<file path="src/rtl/addsub_alu_pkg.sv">
// Package: shared encodings for the add/subtract flag ALU.
// Assumes flag bit positions are decoded by the flag register outside the block.
package addsub_alu_pkg;
    localparam int BYTE_W = 8;
    localparam int FLAG_N_BITS = 6;

    // flag bit positions (decoded by the neighbouring flag register)
    localparam int FL_C = 0;
    localparam int FL_N = 1;
    localparam int FL_V = 2;
    localparam int FL_H = 3;
    localparam int FL_Z = 4;
    localparam int FL_S = 5;

    typedef enum logic [1:0] {
        OP_ADC = 2'b00,
        OP_SBC = 2'b01,
        OP_INC = 2'b10,
        OP_DEC = 2'b11
    } alu_op_e;

    typedef struct packed {
        logic s;
        logic z;
        logic h;
        logic v;
        logic n;
        logic c;
    } alu_flags_t;
endpackage

</file>
<file path="src/rtl/addsub_lane.sv">
// Module: one fixed-width add/subtract lane.
// Computes r = a +/- b +/- cin at exactly W bits; carry is derived by
// comparing r against a, so no extra adder bit is needed.
// Assumes W >= 5 so that bit 4 exists for half-carry.
module addsub_lane #(
    parameter int W = 8
) (
    input  logic [W-1:0] a,
    input  logic [W-1:0] b,
    input  logic         cin,
    input  logic         sub,
    output logic [W-1:0] r,
    output logic         c,
    output logic         v,
    output logic         h,
    output logic         z,
    output logic         s
);
    logic [W-1:0] cin_w;
    logic [W-1:0] x_ar;
    logic [W-1:0] x_br;
    logic [W-1:0] x_ab;

    // purpose: widen carry-in and form the native-width result
    always_comb begin
        cin_w = {{(W-1){1'b0}}, cin};
        r     = sub ? (a - b - cin_w) : (a + b + cin_w);
    end

    // purpose: derive all lane flags from operands and result
    always_comb begin
        x_ar = a ^ r;
        x_br = b ^ r;
        x_ab = a ^ b;
        if (sub) begin
            c = (r > a) || ((r == a) && cin);
            v = x_ab[W-1] & x_ar[W-1];
        end else begin
            c = (r < a) || ((r == a) && cin);
            v = x_ar[W-1] & x_br[W-1];
        end
        h = x_ab[4] ^ r[4];
        z = (r == '0);
        s = r[W-1];
    end
endmodule

</file>
<file path="src/rtl/addsub_flag_mask.sv">
// Module: flag write-enable mask for one request.
// Add/subtract write all flags except half-carry at the widest size;
// increment/decrement write N,V,H,Z,S only at byte size and never carry.
module addsub_flag_mask
    import addsub_alu_pkg::*;
#(
    parameter int NUM_LANES = 3
) (
    input  alu_op_e                        op,
    input  logic [$clog2(NUM_LANES+1)-1:0] lane_idx,
    output logic [FLAG_N_BITS-1:0]         we
);
    logic is_step;
    logic is_byte;
    logic is_widest;

    // purpose: classify the request
    always_comb begin
        is_step   = (op == OP_INC) || (op == OP_DEC);
        is_byte   = (lane_idx == '0);
        is_widest = (32'(lane_idx) == NUM_LANES - 1);
    end

    // purpose: build the mask
    always_comb begin
        we = '0;
        if (!is_step) begin
            we       = '1;
            we[FL_H] = !is_widest;
        end else if (is_byte) begin
            we       = '1;
            we[FL_C] = 1'b0;
        end
    end
endmodule

</file>
<file path="src/rtl/addsub_flag_alu.sv">
// Module: top of the add/subtract flag ALU.
// One register stage: a request sampled with in_valid appears one cycle later.
// Generates one lane per supported width (8, 16, ... MAX_W) and selects by size.
// Assumes MAX_W is 8 times a power of two; size codes beyond the widest clamp.
module addsub_flag_alu
    import addsub_alu_pkg::*;
#(
    parameter int MAX_W = 32
) (
    input  logic                   clk,
    input  logic                   rst_n,
    input  logic                   in_valid,
    input  logic [1:0]             op,
    input  logic [1:0]             size,
    input  logic [MAX_W-1:0]       opnd_a,
    input  logic [MAX_W-1:0]       opnd_b,
    input  logic                   carry_in,
    input  logic [2:0]             step_imm,
    output logic                   out_valid,
    output logic [MAX_W-1:0]       result,
    output logic [FLAG_N_BITS-1:0] flag_out,
    output logic [FLAG_N_BITS-1:0] flag_we
);
    localparam int NUM_LANES = $clog2(MAX_W / BYTE_W) + 1;
    localparam int IDX_W     = $clog2(NUM_LANES + 1);

    alu_op_e          op_e;
    logic             is_step;
    logic             is_sub;
    logic [MAX_W-1:0] b_eff;
    logic             cin_eff;
    logic [IDX_W-1:0] lane_idx;

    logic [MAX_W-1:0] lane_r   [NUM_LANES];
    alu_flags_t       lane_f   [NUM_LANES];
    logic [FLAG_N_BITS-1:0] we_c;
    alu_flags_t       sel_f;
    logic [MAX_W-1:0] sel_r;

    // purpose: decode op and form the effective second operand
    always_comb begin
        op_e    = alu_op_e'(op);
        is_step = (op_e == OP_INC) || (op_e == OP_DEC);
        is_sub  = (op_e == OP_SBC) || (op_e == OP_DEC);
        cin_eff = is_step ? 1'b0 : carry_in;
        if (is_step)
            b_eff = (step_imm == 3'd0) ? MAX_W'(8) : MAX_W'(step_imm);
        else
            b_eff = opnd_b;
    end

    // purpose: map size code to lane index, clamped to the widest lane
    always_comb begin
        if (32'(size) >= NUM_LANES - 1)
            lane_idx = IDX_W'(NUM_LANES - 1);
        else
            lane_idx = IDX_W'(size);
    end

    for (genvar gi = 0; gi < NUM_LANES; gi++) begin : g_lane
        localparam int LW = BYTE_W << gi;
        logic [LW-1:0] r_n;
        logic c_n, v_n, h_n, z_n, s_n;

        addsub_lane #(.W(LW)) u_lane (
            .a   (opnd_a[LW-1:0]),
            .b   (b_eff[LW-1:0]),
            .cin (cin_eff),
            .sub (is_sub),
            .r   (r_n),
            .c   (c_n),
            .v   (v_n),
            .h   (h_n),
            .z   (z_n),
            .s   (s_n)
        );

        // purpose: zero-extend the lane result and pack its flags
        always_comb begin
            lane_r[gi] = MAX_W'(r_n);
            lane_f[gi] = '{s: s_n, z: z_n, h: h_n, v: v_n, n: is_sub, c: c_n};
        end
    end

    addsub_flag_mask #(.NUM_LANES(NUM_LANES)) u_mask (
        .op       (op_e),
        .lane_idx (lane_idx),
        .we       (we_c)
    );

    // purpose: pick the lane for the requested size
    always_comb begin
        sel_r = lane_r[0];
        sel_f = lane_f[0];
        for (int li = 1; li < NUM_LANES; li++) begin
            if (32'(lane_idx) == li) begin
                sel_r = lane_r[li];
                sel_f = lane_f[li];
            end
        end
    end

    // purpose: output register stage with synchronous active-low reset
    always_ff @(posedge clk) begin
        if (!rst_n) begin
            out_valid <= 1'b0;
            result    <= '0;
            flag_out  <= '0;
            flag_we   <= '0;
        end else begin
            out_valid <= in_valid;
            if (in_valid) begin
                result   <= sel_r;
                flag_out <= sel_f & we_c;
                flag_we  <= we_c;
            end
        end
    end
endmodule

</file>
<file path="config.mk">
export PLATFORM = sky130hd
export DESIGN_NAME = addsub_flag_alu
export DESIGN_NICKNAME = d
export VERILOG_FILES = /design/src/rtl/addsub_alu_pkg.sv /design/src/rtl/addsub_lane.sv /design/src/rtl/addsub_flag_mask.sv /design/src/rtl/addsub_flag_alu.sv
export SDC_FILE = /design/constraint.sdc
export NUM_CORES = 1
export LEC_CHECK = 0
export BUFFER_PORTS_ARGS = -buffer_cell sky130_fd_sc_hd__buf_2
export CORE_ASPECT_RATIO = 1.5
export CORE_MARGIN = 5
export CORE_UTILIZATION = 35
export CTS_CLUSTER_DIAMETER = 60
export CTS_CLUSTER_SIZE = 12
export DETAILED_ROUTE_END_ITERATION = 12
export PLACE_DENSITY = 0.52
export SLEW_MARGIN = 20
export SYNTH_ARGS = -nofsm -noshare
export SYNTH_HDL_FRONTEND = slang
export SYNTH_SLANG_ARGS = --single-unit
</file>
<file path="constraint.sdc">
create_clock -name clk -period 10.5 [get_ports clk]
set_input_delay 0.525 -clock clk [delete_from_list [all_inputs] [get_ports clk]]
set_output_delay 0.525 -clock clk [all_outputs]
set_load 0.02 [all_outputs]
</file>
Word level (Yosys, flattened, before mapping)
Index checks and enable logic that the tools add are counted.
- input bits: 75
- word-level logic and storage cells: 86
- register bits: 45
- output and inout port bits: 45
- $lt $le $gt $ge: 7
- add/sub/neg operators: 12
- bitwise gates (word level): 19
- reductions and logical operators: 17
- eq/ne operators: 8
- mux-type cells: 19
- operator list (operator ; count):
    $mux W32 ; 3
    $xor A32 B32 Y32 ; 3
    $xor A16 B16 Y16 ; 3
    $add A32 B1 Y32 ; 1
    $add A32 B32 Y32 ; 1
    $eq A32 B32 Y1 ; 1
    $gt A32 B32 Y1 ; 1
    $logic_not A32 Y1 ; 1
    $lt A32 B32 Y1 ; 1
    $mux W16 ; 2
    $sub A32 B1 Y32 ; 1
    $sub A32 B32 Y32 ; 1
    $mux W6 ; 4
    $xor A8 B8 Y8 ; 3
    $add A16 B1 Y16 ; 1
    $add A16 B16 Y16 ; 1
    $eq A16 B16 Y1 ; 1
    $gt A16 B16 Y1 ; 1
    $logic_not A16 Y1 ; 1
    $lt A16 B16 Y1 ; 1
    $sub A16 B1 Y16 ; 1
    $sub A16 B16 Y16 ; 1
    $add A8 B1 Y8 ; 1
    $add A8 B8 Y8 ; 1
    21 further kinds ; 46

Longest topological paths before layout
Gate-level depths: netlist of the first run.
- word-level depth: 13
- gate-level depth with buffers: 30
- gate-level depth less buffers: 29

Cells and area by module
A second synthesis of the first run with hierarchy kept.
- cells, all modules: 1520
- area total of the unflattened synthesis: 11369.7 µm²
- modules (own cells, without submodules) (module ; instances ; seq. area each (µm²) ; area each (µm²) ; cells an instance):
    addsub_lane (g_lane[2].u_lane) ; 1 ; 0.0 ; 5496.5 ; 779
    addsub_lane (g_lane[1].u_lane) ; 1 ; 0.0 ; 2476.1 ; 344
    addsub_flag_alu ; 1 ; 900.9 ; 2184.6 ; 237
    addsub_lane (g_lane[0].u_lane) ; 1 ; 0.0 ; 1171.1 ; 154
    addsub_flag_mask ; 1 ; 0.0 ; 41.3 ; 6

Worst setup path after synthesis of the first run
No wires, ideal clock.
- kind: input to register
- from: input op[1]
- to: register flag_out[0]
- data arrival time: 6361 ps
- required time: 10430 ps
- setup time: 70 ps
- stages: 27
- setup slack: 4069 ps
- buffers on the path: 2
- path through: clkbuf_1 buf_1 mux2_2 fa_1 inv_1 ha_1 or2_2 fa_1 or3b_1 a211oi_2 o31a_1 o211a_1 o21ai_1 a221o_1 a21oi_1 o21ai_0 xnor2_1 mux2i_1 ha_1 nand4_1 nor2_1 nand2_1 or3_1 inv_1 a21oi_1 mux2_2 a21oi_1
- longest elaborated chain between the ends: 13
- elaborated cells on any way between the ends: 47
- classes of those cells: 12 x add/sub; 6 x order compare; 6 x eq/ne; 11 x mux; 1 x bitwise; 11 x reduce/logical
- RTL lines (what ; RTL line ; RTL):
    from (decl) ; addsub_flag_alu.sv:13 ; input logic [1:0] op,
    parallel branches: the longest is 12 deep, another holds $add A32 B32 Y32 ; -- ;
    $and A6 B6 Y6 (*) ; addsub_flag_alu.sv:114 ; flag_out <= sel_f & we_c;
    to (signal assigned) ; addsub_flag_alu.sv:114 ;
    to (decl) ; addsub_flag_alu.sv:21 ; output logic [FLAG_N_BITS-1:0] flag_out,
Every way passes the cells marked *.
A chain may end at the register's enable or synchronous reset.

Worst setup path in the final report of the first run
Ends and elaborated chain as after synthesis.

==> metrics.md, run 1 <==
| Metric | Value |
|---|---|
| Max H-tree Level | `2` |
| Leakage | `4.02 nW` |
| Design internal power | `0.511 mW` |
| Power Density | `113 nW/um^2` |
| Vias | `7477` |
| YS warnings | `0` |
| Core Box Area | `21000 um^2` |
| # fillers | `2282` |
| Avg Vias per Cell | `5.52` |
| Area grow syn2layout | `13.1%` |
| Worst Tran Pin Value | `1.09 ns` |
| Number of synthesized flops with an enable pin | `0` |
| Min-delay worst type | `reg2reg` |
| ANT nets after route | `0` |
| PortBufs | `119` |
| Adder-Cell Fraction of Synth Area | `21.7%` |
| Clock Latency Late Sink | `0.29 ns` |
| Post-Synth XOR/XNOR Area | `5.80%` |
| Antenna violations before repair | `0` |
| Crit path DAT | `6.82 ns` |
| Max VDD drop | `0.0961 mV` |
| Iteration count of the initial detailed-routing pass | `5` |
| Synthesis-stage register bit count | `42` |
| Full die area | `24200 um^2` |
| Post-synthesis mux area share | `3.24%` |
| Max-cap violations | `0` |
| Avg Inst Size Synth | `7.45 um^2` |
| # resized after CTS | `0` |
| Max Fclk | `152 MHz` |
| Sink Count | `42` |
| Maximum clock path buffer count | `2` |
| DRC viols | `0` |
| # rows | `65` |
| Synth area leader | `ha_1` |
| Pin count of the biggest net entering global routing | `47` |
| Crit share post-route | `62.8%` |
| Post-synthesis sequential area ratio | `11.4%` |
| Synth Instances | `994` |
| CTS Hold Bufs | `0` |
| Crit end category | `register` |
| Mapped cell area | `7400 um^2` |
| Post-synthesis simple-gate area fraction | `21.3%` |
| Main combinational cell family by area after synthesis | `compound AO/OA/AOI/OAI gates` |
| Slew HR | `26.8%` |
| Layout Skew | `0 ns` |
| Ports | `120` |
| Logic gate share of total power | `61.8%` |
| Crit path kind | `in2reg` |
| Net Sw Power | `0.432 mW` |
| Reg power frac | `19.2%` |
| Die H | `188 um` |
| Clock share of power | `19.0%` |
| Ys async rst share | `0%` |
| GPL Wtd Cong | `0.977` |
| Synth top cells by count | `ha_1 (122), inv_1 (122), a21oi_1 (71), nor2_1 (67), nand2_1 (61)` |
| Compound-Gate Fraction of Synth Area | `28.0%` |
| Max-slew violation count | `0` |
| Wirelength per Cell | `19.7 um` |
| Setup_tns | `0 ns` |
| 1st-iter DRT viols | `463` |
| Largest fanout on the critical path | `37` |
| Global-route wire length before repair | `41.1 mm` |
| Number of global-route vias before repair | `7532` |
| Switch share | `45.8%` |
| Nets@finish | `1286` |
| # setup viols final | `0` |
| Diode count | `0` |
| GR Overflow Total | `0` |
| Share of the synthesized area in the top cell type | `20.6%` |
| Pwr Total | `0.943 mW` |
| CTS tree | `done` |
| RSZ-0062 raised after global routing | `false` |
| Fraction of layout cells with a size suffix above 1 | `15.2%` |
| Initial core utilization | `35.3%` |
| Routed WL | `26.7 mm` |
| Most used DFF post-synth | `dfxtp_1` |
| Cell variety after synth | `85` |
| Post CTS Setup Buffer Count | `0` |
| Startpoint types | `input pin` |
| Total GRT Usage | `21.7%` |
| Synth top area cells | `ha_1 (21%), dfxtp_1 (11%), inv_1 (6.2%)` |
| CTS Buf Count | `5` |
| Hold Fails Final Rpt | `0` |
| Period minus WS final | `6.60 ns` |
| Clock-pin slew on the worst setup and hold paths | `0.07 ns` |
| Post-DP HPWL | `22.7 mm` |
| WP data required | `10.73 ns` |
| Status | `complete, no violations` |
| Syn nets | `1195` |
| Root Driver | `clkbuf_16` |
| Die width | `129 um` |
[power by group through the flow]
stage | Sequential, mW | Combinational [mW] | Clock, mW
floorplan | 0.200 | 0.397 | 0
global placement | 0.185 | 0.580 | 0
detailed placement | 0.185 | 0.579 | 0
CTS | 0.181 | 0.584 | 0.181
global route | 0.183 | 0.644 | 0.191
finish | 0.181 | 0.582 | 0.180
[through the flow]
| step | cell area (um^2) | setup WS (ns) | cells | util [%] | hold slack (ns) |
|---|---|---|---|---|---|
| 6_report | 8370 | 3.90 | 1354 | 39.9 | 0.442 |
| 5_1_grt | 8370 | 3.43 | 1354 | 39.9 | 0.460 |
| 4_1_cts | 8370 | 3.91 | 1354 | 39.9 | 0.442 |
| 3_5_place_dp | 8200 | 3.62 | 1346 | 39.1 | 0.432 |
| 3_3_place_gp | 8200 | 3.75 | 1346 | 39.1 | 0.432 |
| 2_1_floorplan | 7400 | 4.07 | 994 | - | 0.521 |
[flip-flops by register name (all words and copies together), names as in the netlist]
| signal | count |
|---|---|
| result | 32 |
| flag_out | 6 |
| flag_we | 3 |
| out_valid | 1 |
[per-layer routing]
layer | track usage (%) | up-vias | part of all wire, %
met5 | 0 | - | 0
met4 | 12.0 | 0 | 6.9
met3 | 2.08 | 75 | 3.9
met2 | 41.1 | 231 | 53
met1 | 22.6 | 3440 | 36
li1 | - | 3731 | -
[logic make-up (layout without fill, tap and decap cells)]
kind of cell / count (synthesis) / after routing
xor+xnor: 49 / 49
flops: 42 / 42
buf+inv: 164 / 256
fa+ha+maj: 126 / 126
compound gates: 290 / 290
mux: 23 / 23
simple gates: 300 / 300
[final cells by class]
| cell class | count | area [um^2] | area share, % |
|---|---|---|---|
| Clock buffer | 5 | 125 | 1.49 |
| Clock inverter | 3 | 45.0 | 0.538 |
| Inverter | 123 | 462 | 5.51 |
| Multi-Input combinational cell | 788 | 5930 | 70.8 |
| Sequential cell | 42 | 841 | 10.0 |
| Tap cell | 268 | 335 | 4.00 |
| Timing Repair Buffer | 125 | 641 | 7.65 |
[critical path: stages]
cell and delay, ns:
buf_2 0.08, buf_4 0.39, mux2_2 0.42, fa_1 0.54, inv_1 0.06, ha_1 0.18
or2_2 0.30, fa_1 0.41, or3b_1 0.42, a211oi_2 0.33, o31a_1 0.24, o211a_1 0.19
o21ai_1 0.10, a221o_1 0.34, a21oi_1 0.23, o21ai_0 0.14, xnor2_1 0.19, mux2i_1 0.13
ha_1 0.32, nand4_1 0.10, nor2_1 0.15, nand2_1 0.08, or3_1 0.40, inv_1 0.07
a21oi_1 0.07, mux2_2 0.28, a21oi_1 0.13
[layout by cell type (no fill, tap or decap), drive strengths merged, types with 5 or more instances in the layout]
cell type and n:
and4 5, a21oi 71, nor2b 48, mux2 8
ha 122, xnor2 41, nor3b 7, nor2 67
buf 125, or2 6, a211oi 7, a22o 18
nand2b 11, o21a 9, dfxtp 42, nor3 20
nor4 10, o21ai 50, o2111ai 6, or3 5
o21bai 10, xor2 8, o211a 7, o211ai 13
a21o 31, nand3 22, mux2i 15, nand2 62
clkbuf 5, nand4 15, or4 6, o31ai 15
inv 123, a31oi 7
[worst paths after layout]
kind              cells past startpoint   startpoint          end  slack [ns]
hold / removal                        2  flag_out[2]  flag_out[2]        0.44
setup reg to reg                      4  flag_out[0]  flag_out[0]        9.57
hold reg to reg                       2  flag_out[2]  flag_out[2]        0.44
setup / recovery                     27        op[1]  flag_out[0]        3.90
Note: power is estimated with default switching activity, not from simulation.
==> run 2: changes to the inputs <==
clock period = 6.59 ns   (was 10.5 ns; I/O delays follow)
==> run 2 against run 1 <==
Compared with the run above: clock power rose by 81%; sequential cell count is the same; first-iteration DRC count fell by 22%.
==> metrics.md, run 2 (same netlist as run 1, synthesis figures left out) <==
| Metric | Value |
|---|---|
| Antenna violations before repair | `0` |
| GR Overflow Total | `0` |
| Final core occ | `40.1%` |
| Core Box Area | `21000 um^2` |
| CP top delay family | `compound AO/OA/AOI/OAI gates` |
| Footprint of the multi-input gates | `5930 um^2` |
| Regs by FF count | `result: 32 flops, flag_out: 6 flops, flag_we: 3 flops` |
| PortBufs | `119` |
| Max-cap violations | `0` |
| Iteration count of the initial detailed-routing pass | `7` |
| Nets@finish | `1289` |
| Worst Tran Pin Value | `0.841 ns` |
| Crit-path max cell delay | `0.53 ns` |
| Root Driver | `clkbuf_16` |
| Most frequent cells in the layout | `inv_1 (122), ha_1 (122), buf_2 (119), a21oi_1 (71), nor2_1 (67)` |
| Layout Skew | `0 ns` |
| DRC viols | `0` |
| Max-slew violation count | `0` |
| WP buf/inv | `3` |
| 1st-iter DRT viols | `363` |
| Avg Vias per Cell | `5.55` |
| Status | `complete, no violations` |
| # setup viols final | `0` |
| Crit share post-route | `91.7%` |
| Sink Count | `42` |
| Full die area | `24200 um^2` |
| Die width | `129 um` |
| Crit path DAT | `6.26 ns` |
| Post CTS Setup Buffer Count | `0` |
| Die H | `188 um` |
| Max VDD drop | `0.114 mV` |
| Number of global-route vias before repair | `7619` |
| Power Density | `184 nW/um^2` |
| Fraction of layout cells with a size suffix above 1 | `15.4%` |
| ANT nets after route | `0` |
| Routed WL | `27.0 mm` |
| Total GRT Usage | `21.7%` |
| # resized after CTS | `0` |
| Hold Fails Final Rpt | `0` |
| CTS tree | `done` |
| Max Fclk | `166 MHz` |
| Max H-tree Level | `2` |
| Crit path kind | `in2reg` |
| Most flop-heavy register | `result` |
| Diode count | `0` |
| Reg area | `841 um^2` |
| Vias | `7533` |
| # rows | `65` |
| CTS Hold Bufs | `0` |
| Area grow syn2layout | `13.7%` |
| Crit end category | `register` |
| RSZ-0062 raised after global routing | `false` |
| Period minus WS final | `6.04 ns` |
| Min-delay worst type | `in2reg` |
| WP data required | `6.81 ns` |
| Startpoint types | `input pin` |
| Maximum clock path buffer count | `2` |
| Wirelength per Cell | `19.9 um` |
| CTS Buf Count | `5` |
| # fillers | `2287` |
| Max reg flops | `32` |
| GPL Wtd Cong | `0.929` |
| Crit-path slowest cell | `fa_1` |
| CP dominant cell by count | `a21oi_1` |
| Ports | `120` |
| Post-DP HPWL | `23.1 mm` |
| Leakage | `4.05 nW` |
| Setup_tns | `0 ns` |
| Clock Latency Late Sink | `0.29 ns` |
| Largest fanout on the critical path | `4` |
| Global-route wire length before repair | `41.2 mm` |
| Pin count of the biggest net entering global routing | `46` |
| Initial core utilization | `35.3%` |
| Slew HR | `43.7%` |
| Clock-pin slew on the worst setup and hold paths | `0.06 ns` |
## run 2: cell count changes in the layout (fill, tap and decap cells not counted), sizes merged
cell	previous run	this run
clkinv	0	1
buf	125	128
bufinv	1	2
clkinvlp	2	0
## run 2: per-layer routing
metal | vias to the layer above | share of wire, % | global-route usage, %
met1 | 3522 | 37 | 22.1
met5 | - | 0 | 0
met3 | 59 | 3.0 | 2.19
met4 | 0 | 6.1 | 11.3
li1 | 3752 | - | -
met2 | 200 | 54 | 42.1
## run 2: final timing paths
check                            startpoint          end  slack [ns]  depth (start not counted)
worst max register to register  flag_out[0]  flag_out[0]        5.66                          4
worst min-delay path                  rst_n    result[6]        0.38                          2
worst min register to register    result[7]    result[7]        0.46                          2
worst max-delay path                  op[1]  flag_out[0]        0.55                         29
## run 2: stage by stage
| stage | power (mW) | std cells | setup WS, ns | instance area [um^2] | hold slack, ns |
|---|---|---|---|---|---|
| after CTS | 1.56 | 1357 | 0.558 | 8420 | 0.385 |
| after floorplan | 0.951 | 994 | 0.355 | 7400 | 0.521 |
| after detailed placement | 1.22 | 1349 | 0.261 | 8230 | 0.442 |
| final | 1.55 | 1357 | 0.550 | 8420 | 0.383 |
| after global placement | 1.22 | 1349 | 0.444 | 8230 | 0.432 |
| after global routing | 1.66 | 1357 | 0.102 | 8420 | 0.416 |
## run 2: layout make-up
class / count / area share [%]
clock inverter: 3 / 0.817
clock buffer: 5 / 1.49
inverter: 123 / 5.48
tap: 268 / 3.98
multi-input combinational: 788 / 70.4
timing repair buffer: 128 / 7.88
sequential: 42 / 9.99
## run 2: report_power, final
group | switching, mW | leakage [nW] | internal (mW)
Sequential | 0.0121 | 0.344 | 0.276
Combinational | 0.572 | 3.62 | 0.363
Clock | 0.108 | 0.0940 | 0.218
